**config.mk**
```make
export PLATFORM = sky130hd
export DESIGN_NAME = planar_route_sel
export DESIGN_NICKNAME = d
export VERILOG_FILES = /design/src/rtl/route_pkg.sv /design/src/rtl/route_axis_offset.sv /design/src/rtl/route_plane_ctrl.sv /design/src/rtl/route_port_pick.sv /design/src/rtl/planar_route_sel.sv
export SDC_FILE = /design/constraint.sdc
export NUM_CORES = 1
export LEC_CHECK = 0
export CORE_MARGIN = 8
export CORE_UTILIZATION = 52
export DETAILED_ROUTE_END_ITERATION = 8
export GPL_TIMING_DRIVEN = 0
export PLACE_DENSITY_LB_ADDON = 0.15
export SETUP_SLACK_MARGIN = 0.15
export SYNTH_ARGS = -nofsm -noshare
export SYNTH_HDL_FRONTEND = slang
export SYNTH_SLANG_ARGS = --single-unit
```
**constraint.sdc**
```tcl
create_clock -name clk -period 5.6 [get_ports clk]
set_input_delay 1.68 -clock clk [delete_from_list [all_inputs] [get_ports clk]]
set_output_delay 1.68 -clock clk [all_outputs]
set_load 0.01 [all_outputs]
```
**src/rtl/route_pkg.sv**
```systemverilog
package route_pkg;
  localparam int NUM_DIMS   = 3;
  localparam int NUM_PLANES = NUM_DIMS - 1;
  localparam int PW         = (NUM_PLANES > 1) ? $clog2(NUM_PLANES) : 1;
  localparam int NUM_PORTS  = 2 * NUM_DIMS + 1;
  localparam int DW         = $clog2(NUM_DIMS);

  typedef enum logic [2:0] {
    PORT_LOCAL = 3'd0,
    PORT_XP    = 3'd1,
    PORT_XN    = 3'd2,
    PORT_YP    = 3'd3,
    PORT_YN    = 3'd4,
    PORT_ZP    = 3'd5,
    PORT_ZN    = 3'd6
  } port_e;
endpackage

```
**src/rtl/route_axis_offset.sv**
```systemverilog
module route_axis_offset
  import route_pkg::*;
#(
  parameter int CW  = 3,
  parameter int DIM = 0
) (
  input  logic [CW-1:0] cur,
  input  logic [CW-1:0] dst,
  output logic [CW-1:0] mag,
  output logic          active,
  output port_e         dir
);
  localparam port_e PLUS_PORT  = port_e'(3'(1 + 2 * DIM));
  localparam port_e MINUS_PORT = port_e'(3'(2 + 2 * DIM));

  always_comb begin
    if (dst >= cur) begin
      mag = dst - cur;
      dir = PLUS_PORT;
    end else begin
      mag = cur - dst;
      dir = MINUS_PORT;
    end
    active = (mag != '0);
  end
endmodule

```
**src/rtl/route_plane_ctrl.sv**
```systemverilog
module route_plane_ctrl
  import route_pkg::*;
(
  input  logic [PW-1:0] plane_src,
  input  logic          lead_done,
  output logic [PW-1:0] plane_eff,
  output logic [DW-1:0] dim_lo,
  output logic [DW-1:0] dim_hi,
  output logic          last_plane
);
  // plane p covers dimensions p and p+1; leave only when dim p is resolved
  always_comb begin
    if (lead_done && (int'(plane_src) < NUM_PLANES - 1))
      plane_eff = plane_src + PW'(1);
    else
      plane_eff = plane_src;
    dim_lo     = DW'(plane_eff);
    dim_hi     = DW'(plane_eff) + DW'(1);
    last_plane = (int'(plane_eff) == NUM_PLANES - 1);
  end
endmodule

```
**src/rtl/route_port_pick.sv**
```systemverilog
module route_port_pick
  import route_pkg::*;
#(
  parameter int CW = 3
) (
  input  logic                 lo_act,
  input  logic [CW-1:0]        lo_mag,
  input  port_e                lo_port,
  input  logic                 hi_act,
  input  logic [CW-1:0]        hi_mag,
  input  port_e                hi_port,
  input  logic                 eject,
  input  logic [NUM_PORTS-1:0] busy,
  output logic                 grant,
  output port_e                port
);
  logic lo_free, hi_free;

  always_comb begin
    lo_free = lo_act && !busy[lo_port];
    hi_free = hi_act && !busy[hi_port];
    grant   = 1'b0;
    port    = PORT_LOCAL;
    if (eject) begin
      grant = !busy[PORT_LOCAL];
    end else if (lo_free && hi_free) begin
      grant = 1'b1;
      port  = (hi_mag > lo_mag) ? hi_port : lo_port;
    end else if (lo_free) begin
      grant = 1'b1;
      port  = lo_port;
    end else if (hi_free) begin
      grant = 1'b1;
      port  = hi_port;
    end
  end
endmodule

```
**src/rtl/planar_route_sel.sv**
```systemverilog
module planar_route_sel
  import route_pkg::*;
#(
  parameter int CW   = 3,
  parameter int VC_W = 2
) (
  input  logic                 clk,
  input  logic                 rst,
  input  logic                 req_valid,
  output logic                 req_ready,
  input  logic [CW-1:0]        cur_x,
  input  logic [CW-1:0]        cur_y,
  input  logic [CW-1:0]        cur_z,
  input  logic [CW-1:0]        dst_x,
  input  logic [CW-1:0]        dst_y,
  input  logic [CW-1:0]        dst_z,
  input  logic [PW-1:0]        plane_in,
  input  logic [NUM_PORTS-1:0] port_busy,
  output logic                 rsp_valid,
  output logic [2:0]           rsp_port,
  output logic [PW-1:0]        rsp_plane,
  output logic [VC_W-1:0]      rsp_vc
);
  logic                          pend_q;
  logic [NUM_DIMS-1:0][CW-1:0]   cur_q, dst_q;
  logic [PW-1:0]                 plane_q;

  logic [NUM_DIMS-1:0][CW-1:0]   cur_in, dst_in, cur_sel, dst_sel, mag;
  logic [NUM_DIMS-1:0]           act;
  port_e                         dir [NUM_DIMS];
  logic [PW-1:0]                 plane_sel, plane_eff;
  logic [DW-1:0]                 dim_lo, dim_hi;
  logic                          last_plane, eject, grant, eval;
  port_e                         pick;

  assign cur_in    = {cur_z, cur_y, cur_x};
  assign dst_in    = {dst_z, dst_y, dst_x};
  assign cur_sel   = pend_q ? cur_q : cur_in;
  assign dst_sel   = pend_q ? dst_q : dst_in;
  assign plane_sel = pend_q ? plane_q : plane_in;
  assign eval      = pend_q || req_valid;
  assign req_ready = !pend_q;

  for (genvar g = 0; g < NUM_DIMS; g++) begin : g_axis
    route_axis_offset #(.CW(CW), .DIM(g)) u_axis (
      .cur    (cur_sel[g]),
      .dst    (dst_sel[g]),
      .mag    (mag[g]),
      .active (act[g]),
      .dir    (dir[g])
    );
  end

  route_plane_ctrl u_plane (
    .plane_src  (plane_sel),
    .lead_done  (!act[DW'(plane_sel)]),
    .plane_eff  (plane_eff),
    .dim_lo     (dim_lo),
    .dim_hi     (dim_hi),
    .last_plane (last_plane)
  );

  assign eject = last_plane && !act[dim_lo] && !act[dim_hi];

  route_port_pick #(.CW(CW)) u_pick (
    .lo_act  (act[dim_lo]),
    .lo_mag  (mag[dim_lo]),
    .lo_port (dir[dim_lo]),
    .hi_act  (act[dim_hi]),
    .hi_mag  (mag[dim_hi]),
    .hi_port (dir[dim_hi]),
    .eject   (eject),
    .busy    (port_busy),
    .grant   (grant),
    .port    (pick)
  );

  always_ff @(posedge clk) begin
    if (rst) begin
      pend_q    <= 1'b0;
      cur_q     <= '0;
      dst_q     <= '0;
      plane_q   <= '0;
      rsp_valid <= 1'b0;
      rsp_port  <= '0;
      rsp_plane <= '0;
      rsp_vc    <= '0;
    end else begin
      rsp_valid <= 1'b0;
      if (!pend_q) begin
        cur_q   <= cur_in;
        dst_q   <= dst_in;
        plane_q <= plane_in;
      end
      if (eval && grant) begin
        rsp_valid <= 1'b1;
        rsp_port  <= pick;
        rsp_plane <= plane_eff;
        rsp_vc    <= VC_W'(plane_eff);
        pend_q    <= 1'b0;
      end else if (eval) begin
        pend_q <= 1'b1;
      end
    end
  end
endmodule

```
==> results of run 1 <==
kinds of logic (layout without fill, tap and decap cells):
group           after synthesis  after routing  share of synthesized area [%]
compound gates               54             54                          20.78
fa+ha+maj                    21             21                          15.54
buf+inv                      32             72                          6.569
flops                        25             25                          25.27
mux                          28             28                          14.47
other cells                   1              1                         0.1893
simple gates                 68             68                          17.18
cell type report:
class,count,area share (%)
inverter,23,3.462
multi-input combinational,172,55.80
sequential,25,20.07
clock inverter,1,0.2007
buffer,9,2.057
timing repair buffer,36,14.35
clock buffer,3,1.656
tap,48,2.408
routing by layer:
metal | GRT usage [%] | vias to the layer above | share of wire (%)
met4 | 2.830 | 0 | 0.48
li1 | - | 893 | -
met3 | 3.111 | 2 | 4.4
met2 | 29.24 | 36 | 51
met1 | 18.03 | 850 | 44
met5 | 0 | - | 0
state kept, by name (all words and copies together), names as in the netlist:
name       flops
rsp_port       3
plane_q        1
cur_q          9
pend_q         1
rsp_valid      1
dst_q          9
rsp_plane      1
power by group through the flow:
stage | Clock, mW | Combinational (mW) | Sequential, mW
6_report | 0.109 | 0.661 | 0.218
5_1_grt | 0.120 | 0.744 | 0.222
4_1_cts | 0.116 | 0.633 | 0.218
3_5_place_dp | 0 | 0.629 | 0.222
3_3_place_gp | 0 | 0.624 | 0.221
2_1_floorplan | 0 | 0.468 | 0.226
worst max-delay path, cell delays in order:
cell and delay, ns:
clkdlybuf4s50_1 0.41, mux2i_2 0.22, inv_1 0.07, ha_1 0.31, nand2b_2 0.23, a2111o_1 0.42, a31o_1 0.25, nand2_2 0.11
buf_6 0.15, mux2i_1 0.19, ha_1 0.26, nor2b_1 0.13, o21ai_0 0.13, inv_1 0.07, o21a_1 0.22, a211oi_1 0.22
o22ai_1 0.10, a32o_1 0.24
worst paths after layout:
path | endpoint | start | slack, ns
setup reg to reg | rsp_port[1] | pend_q | 0.51
hold reg to reg | rsp_port[1] | rsp_port[1] | 0.47
setup / recovery | rsp_port[1] | dst_x[0] | 0.35
hold / removal | rsp_port[1] | rsp_port[1] | 0.47
what timing repair did:
item                       4_1_cts  5_1_grt
gates resized for setup          0       17
setup endpoints to repair        0        3
buffers inserted                 0        1
cell usage in the layout (no fill, tap or decap), types with 3 or more instances in the layout:
cell type and n:
mux2_2 5, fa_1 5, inv_1 22, clkbuf_1 3
buf_4 3, clkbuf_8 3, a211oi_1 5, nand3_1 4
o21ai_0 6, clkdlybuf4s50_1 35, a21o_1 4, dfxtp_1 25
and3_1 3, a21oi_1 10, nor2b_1 5, nor2_1 28
ha_1 14, nand2_1 10, mux2i_1 20, a31oi_1 4
==> results.py, run 1 <==
metrics = {
    "status": {
        "status": "completed",
    },
    "grt": {
        "grt_first_pass_wirelength_um": 7983,
        "grt_max_degree": 15,
        "grt_usage_pct": 15.71,
        "grt_pass1_vias": 1765,
        "overflow": 0,
        "antenna_found_initial": 0,
    },
    "layout": {
        "diodes": 0,
        "layout.cells.non_filler": 317,
        "final_nets": 320,
        "design_area_sq_mm": 0.002494,
        "finish.utilization_pct": 68.11,
        "drive_above_1_share_pct": 11.15,
        "multi_input_area_sq_mm": 0.001391,
        "regArea_sq_um": 500.5,
        "area_growth_pct": 25.90,
        "fillers": 312,
    },
    "sta": {
        "worst_pin_slew_ns": 0.8463,
        "maxSlewHeadroom_pct": 43.58,
        "finalSetupViolCount": 0,
        "rsz0062_at_grt": "false",
        "finalCriticalPeriod_ns": 5.252,
        "holdWs_ns": 0.4748,
        "fin_skew_ns": 0.001800,
        "fin_crit_sh_pct": 93.79,
        "fmax_ghz": 0.1904,
        "setup_tns_ns": 0,
        "finalHoldViolCount": 0,
        "final_max_slew_viol_count": 0,
        "setup_slack_ns": 0.3480,
    },
    "power_and_ir_drop": {
        "clkPwrFrac_pct": 11.0,
        "irDropWorstVdd_uv": 239.6,
        "total_power_uw": 987.9,
        "switching_share_pct": 43.29,
        "p_comb_share_pct": 66.9,
        "intPower_uw": 560.3,
        "power_frac_seq_pct": 22.1,
        "cellLeakagePower_nw": 1.053,
        "power_switching_uw": 427.7,
        "powerDensity_mw_per_mm2": 396.2,
    },
    "worst_setup_path": {
        "timing_worst_setup_path_type": "input port to flip-flop",
        "critPathCaptureType": "flip-flop",
        "crit_path_start_kind": "input port",
        "r2r_cells": 19,
        "crit_required_ns": 5.77,
        "timing.critical_path.fanout_max": 10,
        "arrival_ns": 5.42,
    },
    "synth": {
        "synth-seq-cells": 25,
        "ys_seq_area_share_pct": 25.27,
        "synth_warnings": 0,
        "syn_nets": 279,
        "synthTopCellsByCount": "nor2_1, dfxtp_1, mux2i_1",
        "async_flop_share_pct": 0,
        "synth.top_cell.area_share_pct": 25.27,
        "syn_area_per_cell_sq_um": 8.649,
        "synth_edf_count": 0,
        "synthTopCellsByArea": "dfxtp_1, mux2i_1, ha_1",
        "syn_area_sq_mm": 0.001981,
        "syn_inst": 229,
        "synthDistinctLibCells": 51,
        "synth_most_common_cell": "nor2_1",
        "synthFlopType": "dfxtp_1",
        "yosys.area.top_type": "dfxtp_1",
    },
    "routing": {
        "antenna_left": 0,
        "dr_total_vias": 1781,
        "drt_wl_total_um": 4563,
        "routed_via_density": 5.618,
        "routedWlPerCell_um": 14.39,
        "drc": 0,
        "firstDrtPassIters": 4,
        "drt_first_iter_violations": 89,
    },
    "die": {
        "die_w_um": 77.72,
        "coreArea_sq_mm": 0.003661,
        "row_count": 22,
        "die_area_sq_mm": 0.006040,
        "start_util_pct": 54.10,
        "io_pins": 37,
        "die_y_um": 77.72,
    },
    "placement": {
        "place_congestion": 0.9146,
        "hpwl_um": 3596,
        "dpl.cell_count": 312,
        "numPortBuffers": 35,
        "dpl_cell_area_sq_mm": 0.002391,
        "dp_slack_ns": -0.04830,
    },
    "cts": {
        "cts.reportedPaths.clkPinSlew_ns": 0.09,
        "cts_hold_buffers": 0,
        "cts_sinks": 25,
        "clk_latency_ns": 0.27,
        "cts_buffers": 3,
        "cts_tree": "yes",
        "cts-htree-levels": 1,
        "clk_path_buf_depth": 2,
        "clockRootBuffer": "clkbuf_8",
    },
    "run": {
        "drv_cap": 0,
    },
    "hold_path": {
        "whs_path_depth": 1,
        "min_path_type": "flip-flop to flip-flop",
    },
}
Note: power is estimated with default switching activity, not from simulation.
==> run 2, diff against run 1 <==
Settings changed: CORE_MARGIN 8 to 1.
==> run 2 against run 1 <==
The flow now finishes with violations (DRC). Core utilization up 0.38 points. Hold slack barely moved. First-iteration DRC count shrank 38%. Flip-flop and latch count did not move. Clock-buffer cell count unchanged. Clock skew grew 0.00093 ns. Combinational power rose by 0.9%.
==> results.py, run 2 (synthesized netlist as in run 1, its figures left out) <==
metrics = {
    "worst_setup_path": {
        "arrival_ns": 5.48,
        "crit_path_start_kind": "input port",
        "timing_worst_setup_path_type": "input port to flip-flop",
        "critPathCaptureType": "flip-flop",
        "timing.critical_path.fanout_max": 7,
        "crit_required_ns": 5.77,
    },
    "die": {
        "io_pins": 37,
        "start_util_pct": 54.10,
        "die_area_sq_mm": 0.004060,
        "row_count": 22,
        "die_w_um": 63.72,
        "die_y_um": 63.72,
        "coreArea_sq_mm": 0.003661,
    },
    "status": {
        "violations": "DRC",
        "status": "finished with violations",
    },
    "sta": {
        "worst_pin_slew_ns": 0.7818,
        "fmax_ghz": 0.1884,
        "finalSetupViolCount": 0,
        "rsz0062_at_grt": "false",
        "fin_crit_sh_pct": 94.78,
        "maxSlewHeadroom_pct": 47.88,
        "fin_skew_ns": 0.002733,
        "finalCriticalPeriod_ns": 5.308,
        "finalHoldViolCount": 0,
        "final_max_slew_viol_count": 0,
    },
    "routing": {
        "antenna_left": 0,
        "drt_first_iter_violations": 55,
        "firstDrtPassIters": 6,
        "routed_via_density": 5.517,
        "drt_wl_total_um": 4375,
        "drc": 1,
        "routedWlPerCell_um": 13.71,
        "dr_total_vias": 1760,
    },
    "grt": {
        "grt_first_pass_wirelength_um": 7120,
        "grt_pass1_vias": 1633,
        "use_met2_pct": 40.03,
        "grt_usage_pct": 22.52,
        "overflow": 0,
        "grt_use_met3_pct": 3.261,
        "grtUsageMet1_pct": 28.30,
        "grt_max_degree": 16,
        "antenna_found_initial": 0,
        "busiest_layer": "met2",
    },
    "hold_path": {
        "min_path_type": "flip-flop to flip-flop",
    },
    "cts": {
        "cts.reportedPaths.clkPinSlew_ns": 0.09,
        "clockRootBuffer": "clkbuf_8",
        "clk_path_buf_depth": 2,
        "clk_latency_ns": 0.27,
        "cts_sinks": 25,
        "cts-htree-levels": 1,
        "cts_tree": "yes",
        "cts_buffers": 3,
    },
    "layout": {
        "regArea_sq_um": 500.5,
        "multi_input_area_sq_mm": 0.001388,
        "final_nets": 322,
        "area_growth_pct": 26.59,
        "diodes": 0,
        "reg_top3": "cur_q: 9 flops, dst_q: 9 flops, rsp_port: 3 flops",
        "layout.cells.non_filler": 319,
        "drive_above_1_share_pct": 12.18,
        "fillers": 341,
        "final_common_cell": "clkdlybuf4s50_1",
        "layout_common_cells": "clkdlybuf4s50_1, nor2_1, dfxtp_1",
    },
    "placement": {
        "dpl.cell_count": 312,
        "place_congestion": 0.9001,
        "hpwl_um": 3410,
        "numPortBuffers": 35,
    },
    "power_and_ir_drop": {
        "total_power_uw": 998.0,
        "cellLeakagePower_nw": 1.056,
        "irDropWorstVdd_uv": 213.3,
        "powerDensity_mw_per_mm2": 398.0,
    },
    "run": {
        "drv_cap": 0,
    },
}
run 2: routing by layer:
layer,vias up,share of wire (%)
li1,900,-
met1,828,47
met2,30,49
met3,2,3.4
met4,0,0.59
met5,-,0
run 2: per-stage QoR:
stage	instance area, sq um	hold WS (ns)	TNS, ns	worst slack, ns	util (%)
6_report	2507	0.4746	0	0.2923	68.49
5_1_grt	2507	0.4890	0	0.1289	68.49
4_1_cts	2444	0.4814	0	0.1870	66.75
3_5_place_dp	2391	0.4591	-0.2293	-0.1550	65.31
3_3_place_gp	2391	0.4516	-0.1299	-0.09253	65.31
2_1_floorplan	1981	0.4668	0	0.6675	-
run 2: power by group:
| part | internal, mW | switching (mW) | leakage (nW) |
|---|---|---|---|
| Combinational | 0.311 | 0.356 | 0.826 |
| Clock | 0.0505 | 0.0626 | 0.0217 |
| Sequential | 0.206 | 0.0112 | 0.207 |
| Total | 0.568 | 0.430 | 1.06 |
run 2: final cells by class:
type / count / area share (%)
Timing Repair Buffer: 38 / 14.87
Tap cell: 48 / 2.395
Buffer: 9 / 2.046
Multi-Input combinational cell: 172 / 55.34
Sequential cell: 25 / 19.96
Clock buffer: 3 / 1.647
Clock inverter: 1 / 0.2994
Inverter: 23 / 3.443
run 2: worst paths after layout:
check        slack (ns)           to   startpoint  depth (start not counted)
max reg2reg        0.52  rsp_port[1]       pend_q                         20
min reg2reg        0.47  rsp_port[2]  rsp_port[2]                          1
max                0.29  rsp_port[1]     dst_x[0]                         19
min                0.47  rsp_port[2]  rsp_port[2]                          1
run 2: worst max-delay path: stages:
cell and delay, ns:
clkdlybuf4s50_1 0.41, mux2i_2 0.21, ha_2 0.25, inv_1 0.06, fa_1 0.43, o21a_1 0.15, a31oi_2 0.20, a31o_1 0.21
nand2_2 0.09, buf_6 0.17, mux2i_2 0.15, ha_1 0.32, nor2b_1 0.13, o21ai_0 0.14, inv_1 0.08, o21a_1 0.21
a211oi_1 0.23, o22ai_1 0.11, a32o_1 0.25
run 2: timing repair:
action                     4_1_cts  5_1_grt
setup endpoints to repair        1        3
pin swaps                        0        1
hold buffers                     0        0
gates resized for setup          2       13
buffers inserted                 0        3
